## config.mk

```make
export PLATFORM = sky130hd
export DESIGN_NAME = shiftadd_mul_dp
export DESIGN_NICKNAME = d
export VERILOG_FILES = /design/src/rtl/mdp_pkg.sv /design/src/rtl/mdp_adder.sv /design/src/rtl/mdp_counter.sv /design/src/rtl/mdp_regs.sv /design/src/rtl/shiftadd_mul_dp.sv
export SDC_FILE = /design/constraint.sdc
export NUM_CORES = 1
export LEC_CHECK = 0
export ABC_CLOCK_PERIOD_IN_PS = 2650
export BUFFER_PORTS_ARGS = -buffer_cell sky130_fd_sc_hd__buf_2
export CAP_MARGIN = 20
export CORE_UTILIZATION = 35
export DETAILED_ROUTE_END_ITERATION = 12
export GPL_ROUTABILITY_DRIVEN = 0
export PLACE_DENSITY = 0.66
export SLEW_MARGIN = 20
export SYNTH_ARGS = -nofsm -noshare
export SYNTH_HDL_FRONTEND = slang
export SYNTH_SLANG_ARGS = --single-unit
```

## constraint.sdc

```tcl
create_clock -name clk -period 2.65 [get_ports clk]
set_input_delay 0.53 -clock clk [delete_from_list [all_inputs] [get_ports clk]]
set_output_delay 0.53 -clock clk [all_outputs]
set_load 0.1 [all_outputs]
```

## src/rtl/mdp_pkg.sv

```systemverilog
package mdp_pkg;
   localparam int ADD_OPERATOR = 0;
   localparam int ADD_RIPPLE   = 1;

   function automatic int cnt_bits(input int w);
      return (w < 3) ? 1 : $clog2(w);
   endfunction
endpackage

```

## src/rtl/mdp_adder.sv

```systemverilog
module mdp_adder #(
   parameter int WIDTH = 8,
   parameter int KIND  = mdp_pkg::ADD_OPERATOR
) (
   input  logic [WIDTH-1:0] a_i,
   input  logic [WIDTH-1:0] b_i,
   output logic [WIDTH-1:0] sum_o,
   output logic             cout_o
);
   if (WIDTH < 1) begin : g_bad_width
      $error("mdp_adder: WIDTH must be positive");
   end
   if (KIND != mdp_pkg::ADD_OPERATOR && KIND != mdp_pkg::ADD_RIPPLE) begin : g_bad_kind
      $error("mdp_adder: unknown KIND");
   end

   if (KIND == mdp_pkg::ADD_RIPPLE) begin : g_ripple
      logic [WIDTH:0] cy;
      assign cy[0] = 1'b0;
      for (genvar gi = 0; gi < WIDTH; gi++) begin : g_bit
         assign sum_o[gi]  = a_i[gi] ^ b_i[gi] ^ cy[gi];
         assign cy[gi+1]   = (a_i[gi] & b_i[gi]) | (cy[gi] & (a_i[gi] ^ b_i[gi]));
      end
      assign cout_o = cy[WIDTH];

      // chain result compared with arithmetic sum
      always_comb begin
         if (!$isunknown({a_i, b_i})) begin
            AST_RIPPLE_SUM: assert ({cout_o, sum_o} == ({1'b0, a_i} + {1'b0, b_i}))
               else $error("ripple adder mismatch");
         end
      end
   end else begin : g_operator
      logic [WIDTH:0] full;
      assign full   = {1'b0, a_i} + {1'b0, b_i};
      assign sum_o  = full[WIDTH-1:0];
      assign cout_o = full[WIDTH];
   end
endmodule

```

## src/rtl/mdp_counter.sv

```systemverilog
module mdp_counter #(
   parameter int WIDTH = 8,
   localparam int PW   = mdp_pkg::cnt_bits(WIDTH)
) (
   input  logic          clk,
   input  logic          rst_n,
   input  logic          preset_i,
   input  logic          dec_i,
   output logic [PW-1:0] cnt_o,
   output logic          zero_o
);
   localparam logic [PW-1:0] PRESET_VAL = PW'(WIDTH - 1);

   if ((WIDTH - 1) >= (1 << PW)) begin : g_bad_pw
      $error("mdp_counter: counter too narrow for WIDTH-1");
   end

   always_ff @(posedge clk or negedge rst_n) begin
      if (!rst_n) begin
         cnt_o <= '0;
      end else if (preset_i) begin
         cnt_o <= PRESET_VAL;
      end else if (dec_i) begin
         cnt_o <= cnt_o - PW'(1);
      end
   end

   assign zero_o = (cnt_o == '0);

   AST_PRESET_VALUE: assert property (@(posedge clk) disable iff (!rst_n)
      preset_i |=> (cnt_o == PRESET_VAL) && !zero_o) else $error("preset");
   AST_DEC_STEP: assert property (@(posedge clk) disable iff (!rst_n)
      (dec_i && !preset_i) |=> cnt_o == $past(cnt_o) - PW'(1)) else $error("dec");
   AST_ZERO_WRAP: assert property (@(posedge clk) disable iff (!rst_n)
      (dec_i && !preset_i && zero_o) |=> (cnt_o == '1)) else $error("wrap");
   AST_HOLD: assert property (@(posedge clk) disable iff (!rst_n)
      (!dec_i && !preset_i) |=> $stable(cnt_o)) else $error("hold");
endmodule

```

## src/rtl/mdp_regs.sv

```systemverilog
module mdp_regs #(
   parameter int WIDTH = 8
) (
   input  logic             clk,
   input  logic             rst_n,
   input  logic             opnd_ld_i,
   input  logic [WIDTH-1:0] mcand_i,
   input  logic [WIDTH-1:0] mplier_i,
   input  logic             init_i,
   input  logic             add_i,
   input  logic             clr_c_i,
   input  logic             shift_i,
   input  logic [WIDTH-1:0] sum_i,
   input  logic             cout_i,
   output logic [WIDTH-1:0] acc_o,
   output logic [WIDTH-1:0] mcand_o,
   output logic [WIDTH-1:0] mplier_o,
   output logic             carry_o
);
   always_ff @(posedge clk or negedge rst_n) begin
      if (!rst_n) begin
         mcand_o <= '0;
      end else if (opnd_ld_i) begin
         mcand_o <= mcand_i;
      end
   end

   always_ff @(posedge clk or negedge rst_n) begin
      if (!rst_n) begin
         acc_o <= '0;
      end else if (init_i) begin
         acc_o <= '0;
      end else if (add_i) begin
         acc_o <= sum_i;
      end else if (shift_i) begin
         acc_o <= {carry_o, acc_o[WIDTH-1:1]};
      end
   end

   always_ff @(posedge clk or negedge rst_n) begin
      if (!rst_n) begin
         carry_o <= 1'b0;
      end else if (init_i || clr_c_i) begin
         carry_o <= 1'b0;
      end else if (add_i) begin
         carry_o <= cout_i;
      end else if (shift_i) begin
         carry_o <= 1'b0;
      end
   end

   always_ff @(posedge clk or negedge rst_n) begin
      if (!rst_n) begin
         mplier_o <= '0;
      end else if (opnd_ld_i) begin
         mplier_o <= mplier_i;
      end else if (shift_i) begin
         mplier_o <= {acc_o[0], mplier_o[WIDTH-1:1]};
      end
   end

   AST_OPND_LOAD: assert property (@(posedge clk) disable iff (!rst_n)
      opnd_ld_i |=> (mcand_o == $past(mcand_i)) && (mplier_o == $past(mplier_i)))
      else $error("operand load");
   AST_INIT_CLEAR: assert property (@(posedge clk) disable iff (!rst_n)
      init_i |=> (acc_o == '0) && !carry_o) else $error("init");
   AST_ADD_RESULT: assert property (@(posedge clk) disable iff (!rst_n)
      (add_i && !clr_c_i) |=> {carry_o, acc_o} == ({1'b0, $past(acc_o)} + {1'b0, $past(mcand_o)}))
      else $error("add");
   AST_SHIFT_ACC: assert property (@(posedge clk) disable iff (!rst_n)
      shift_i |=> (acc_o == {$past(carry_o), $past(acc_o[WIDTH-1:1])}) && !carry_o)
      else $error("shift acc");
   AST_SHIFT_MPLIER: assert property (@(posedge clk) disable iff (!rst_n)
      (shift_i && !opnd_ld_i) |=> mplier_o == {$past(acc_o[0]), $past(mplier_o[WIDTH-1:1])})
      else $error("shift mplier");
   AST_CLR_CARRY: assert property (@(posedge clk) disable iff (!rst_n)
      clr_c_i |=> !carry_o) else $error("clr carry");
   AST_CLR_ONLY: assert property (@(posedge clk) disable iff (!rst_n)
      (clr_c_i && !init_i && !add_i && !shift_i && !opnd_ld_i) |=> $stable(acc_o) && $stable(mplier_o))
      else $error("clr side effect");
endmodule

```

## src/rtl/shiftadd_mul_dp.sv

```systemverilog
module shiftadd_mul_dp #(
   parameter int WIDTH      = 8,
   parameter int ADDER_KIND = mdp_pkg::ADD_OPERATOR
) (
   input  logic                 clk,
   input  logic                 rst_n,
   input  logic                 opnd_ld_i,
   input  logic [WIDTH-1:0]     mcand_i,
   input  logic [WIDTH-1:0]     mplier_i,
   input  logic                 init_i,
   input  logic                 acc_ld_i,
   input  logic                 clr_c_i,
   input  logic                 shift_dec_i,
   output logic                 zero_o,
   output logic                 q_lsb_o,
   output logic [2*WIDTH-1:0]   product_o
);
   localparam int PW = mdp_pkg::cnt_bits(WIDTH);

   if (WIDTH < 2) begin : g_bad_width
      $error("shiftadd_mul_dp: WIDTH must be at least 2");
   end

   logic             do_add;
   logic             do_shift;
   logic [WIDTH-1:0] acc;
   logic [WIDTH-1:0] mcand;
   logic [WIDTH-1:0] mplier;
   logic             carry;
   logic [WIDTH-1:0] sum;
   logic             cout;
   logic [PW-1:0]    cnt;

   // precedence: init, then add, then shift
   assign do_add   = acc_ld_i & ~init_i;
   assign do_shift = shift_dec_i & ~init_i & ~acc_ld_i;

   mdp_adder #(.WIDTH(WIDTH), .KIND(ADDER_KIND)) u_adder (
      .a_i    (acc),
      .b_i    (mcand),
      .sum_o  (sum),
      .cout_o (cout)
   );

   mdp_regs #(.WIDTH(WIDTH)) u_regs (
      .clk       (clk),
      .rst_n     (rst_n),
      .opnd_ld_i (opnd_ld_i),
      .mcand_i   (mcand_i),
      .mplier_i  (mplier_i),
      .init_i    (init_i),
      .add_i     (do_add),
      .clr_c_i   (clr_c_i),
      .shift_i   (do_shift),
      .sum_i     (sum),
      .cout_i    (cout),
      .acc_o     (acc),
      .mcand_o   (mcand),
      .mplier_o  (mplier),
      .carry_o   (carry)
   );

   mdp_counter #(.WIDTH(WIDTH)) u_count (
      .clk      (clk),
      .rst_n    (rst_n),
      .preset_i (init_i),
      .dec_i    (do_shift),
      .cnt_o    (cnt),
      .zero_o   (zero_o)
   );

   assign q_lsb_o   = mplier[0];
   assign product_o = {acc, mplier};

   AST_INIT_WINS: assert property (@(posedge clk) disable iff (!rst_n)
      (init_i && !opnd_ld_i) |=> (product_o[WIDTH-1:0] == $past(product_o[WIDTH-1:0])))
      else $error("init precedence");
   AST_ADD_BLOCKS_SHIFT: assert property (@(posedge clk) disable iff (!rst_n)
      (acc_ld_i && !init_i && !opnd_ld_i) |=> $stable(mplier) && $stable(cnt))
      else $error("add precedence");
   AST_CARRY_LEGAL: assert property (@(posedge clk) disable iff (!rst_n)
      $rose(carry) |-> $past(do_add)) else $error("carry source");
endmodule

```

==> reports/metrics.yaml <==
status: "finished clean"
hold_violations: 0
grt_max_degree: 29
synth_edf_count: 0
nNetsFinal: 225
drv_cap: 0
synth-xor-area-share_pct: 1.66
crit_chain: "ha_1 -> inv_1 -> fa_1 -> nor2b_4 -> o31a_1 -> o31a_1 -> a2111oi_0 -> or2_1"
cts_setup_buffers: 0
reg2reg_depth: 8
critical-path-max-stage-delay_ns: 0.42
dieArea_um2: 4800
crit_top_cell: "o31a_1"
synth-simple-area-share_pct: 10.9
synth_area_leaders: "dfrtp_1, ha_1, mux2i_1"
max-slew-margin-rel_pct: 57.9
grt_overflow_total: 0
h-tree-depth: 1
hold_class: "input pin to async pin"
place_inst: 238
drtIter0Drc: 43
cts_made_buffers: 3
io_pins: 41
r2r_start: "u_regs.acc_o[0]$_DFFE_PN0P_"
ys.flop_type: "dfrtp_1"
clockBufferDepth: 2
synth.top_cell.area_share_pct: 44.2
cts_tree: "built"
slowest_stage: "dfrtp_1"
finalSetupTns_ns: 0
cp-end-kind: "flop"
layout.cells.non_filler: 242
area_growth_pct: 19.1
period_share_pct: 81.6
grt_pass1_vias: 1176
yosys.area.top_type: "dfrtp_1"
fmax_ghz: 0.463
rows: 24
start_util_pct: 36.4
synth.net_count: 188
required_ns: 2.88
async_flop_share_pct: 100
antenna_found_initial: 0
place_area_um2: 1820
post-route-cell-area_um2: 1890
drv_slew: 0
path_max_fanout: 4
hpwl_mm: 2.34
worst-path-buf-inv: 1
portBuffers: 40
syn_avg_cell_area_um2: 10.3
fp.dieW_um: 69.3
ant_nets: 0
cts.sinks: 28
synthMuxAreaShare_pct: 12.6
wl_per_cell_um: 14.1
ir_drop_mv: 0.237
drt-pass1-iter-count: 6
p_per_area_nw_per_um2: 700
critPathTopFamily: "compound AO/OA/AOI/OAI gates"
arrival_ns: 2.39
yosysWarnings: 0
grt_usage_pct: 14.7
cp-start-kind: "flop"
critPathKind: "flop to flop"
setup.worst_path.start: "u_regs.acc_o[0]$_DFFE_PN0P_"
ys_seq_elements: 28
clockRootBuffer: "clkbuf_8"
clk_pin_slew_ns: 0.11
syn_inst: 154
via_per_inst: 5.12
synth_compound_area_share_pct: 17.0
synthAdderAreaFrac_pct: 9.16
crit_cells: 8
ys_seq_area_share_pct: 44.2
die_y_um: 69.3
coreArea_um2: 4350
cts_resized: 0
drc: 0
finClkSkew_ns: 0.00954
synth_top_family_by_area: "compound AO/OA/AOI/OAI gates"
syn_area_um2: 1590
clk-insertion-delay-late_ns: 0.29
setup_violations: 0
antennaDiodeCount: 0
period_minus_slack_ns: 2.16
hold_buffers: 0
num_vias: 1239
routed_wl_mm: 3.42
drive_above_1_share_pct: 28.9
yosysUniqueCellTypes: 34
rsz0062_at_grt: "no"
tightest_slew_ns: 0.632
leakagePower_uw: 0.000906
grt_pass1_wl_mm: 5.64
## registers in the layout, indices dropped and copies added (netlist names)
signal           cells
u_regs.carry_o       1
u_regs.acc_o         8
u_regs.mcand_o       8
u_count.cnt_o        3
u_regs.mplier_o      8
## cell type report
cell class	count	area [um2]
clock inverter	1	30.0
clock buffer	3	41.3
multi-input combinational	109	813
timing repair buffer	41	208
tap	52	65.1
sequential	28	701
fill	442	2470
inverter	8	30.0
## per-layer routing
layer / track usage [%] / vias to the layer above / wire length [um]
li1: - / 623 / -
met1: 20.8 / 578 / 1690
met2: 23.0 / 33 / 1570
met3: 2.03 / 5 / 110
met4: 5.22 / 0 / 47
met5: 0 / - / 0
## cells in the mapped netlist (all sizes together), types with 3 or more instances
| library cell | count |
|---|---|
| a211oi | 11 |
| a21oi | 5 |
| buf | 3 |
| clkbuf | 6 |
| dfrtp | 28 |
| ha | 10 |
| inv | 8 |
| mux2 | 8 |
| mux2i | 11 |
| nand2 | 10 |
| nor2 | 10 |
| nor2b | 4 |
| nor3 | 3 |
| o21ai | 15 |
## layout by cell type, fill, tap and decap left out, drive strengths merged, types with 4 or more instances in the layout
cell type  count
buf           41
mux2i         11
dfrtp         28
nor2          10
a211oi        11
nand2         10
o21ai         15
nor2b          4
ha            10
inv            8
a21oi          5
mux2           8
## cell families (layout without fill, tap and decap cells)
logic type                 Yosys count  in the layout
xor gates and xnor gates             3              3
adders and majority gates           11             11
AOI/OAI and AO/OA                   42             42
buffers and inverters               17             53
and+or+nand+nor                     34             34
muxes                               19             19
DFF                                 28             28
## stage by stage
stage | worst slack (ns) | power (uW) | util, % | hold slack, ns
after floorplan | 0.0954 | 887 | - | 0.234
after global placement | 0.618 | 976 | 41.7 | 0.498
after detailed placement | 0.577 | 980 | 41.7 | 0.508
after CTS | 0.514 | 1330 | 43.4 | 0.279
after global routing | 0.342 | 1380 | 43.4 | 0.302
final | 0.489 | 1320 | 43.4 | 0.247
## where the power goes
| part | switching [uW] | internal [uW] |
|---|---|---|
| Clock | 144 | 203 |
| Combinational | 345 | 127 |
| Sequential | 34.7 | 468 |
## worst paths after layout
kind,endpoint,slack (ns)
setup / recovery,u_regs.acc_o[6]$_DFFE_PN0P_,0.49
hold / removal,u_count.cnt_o[1]$_DFFE_PN0P_,0.25
setup reg to reg,u_regs.acc_o[6]$_DFFE_PN0P_,0.49
hold reg to reg,u_regs.mcand_o[7]$_DFFE_PN0P_,0.52
max in group asynchronous,u_regs.acc_o[4]$_DFFE_PN0P_,1.98
min in group clk,u_regs.carry_o$_DFFE_PN0P_,0.41
Note: power is estimated with default switching activity, not from simulation.
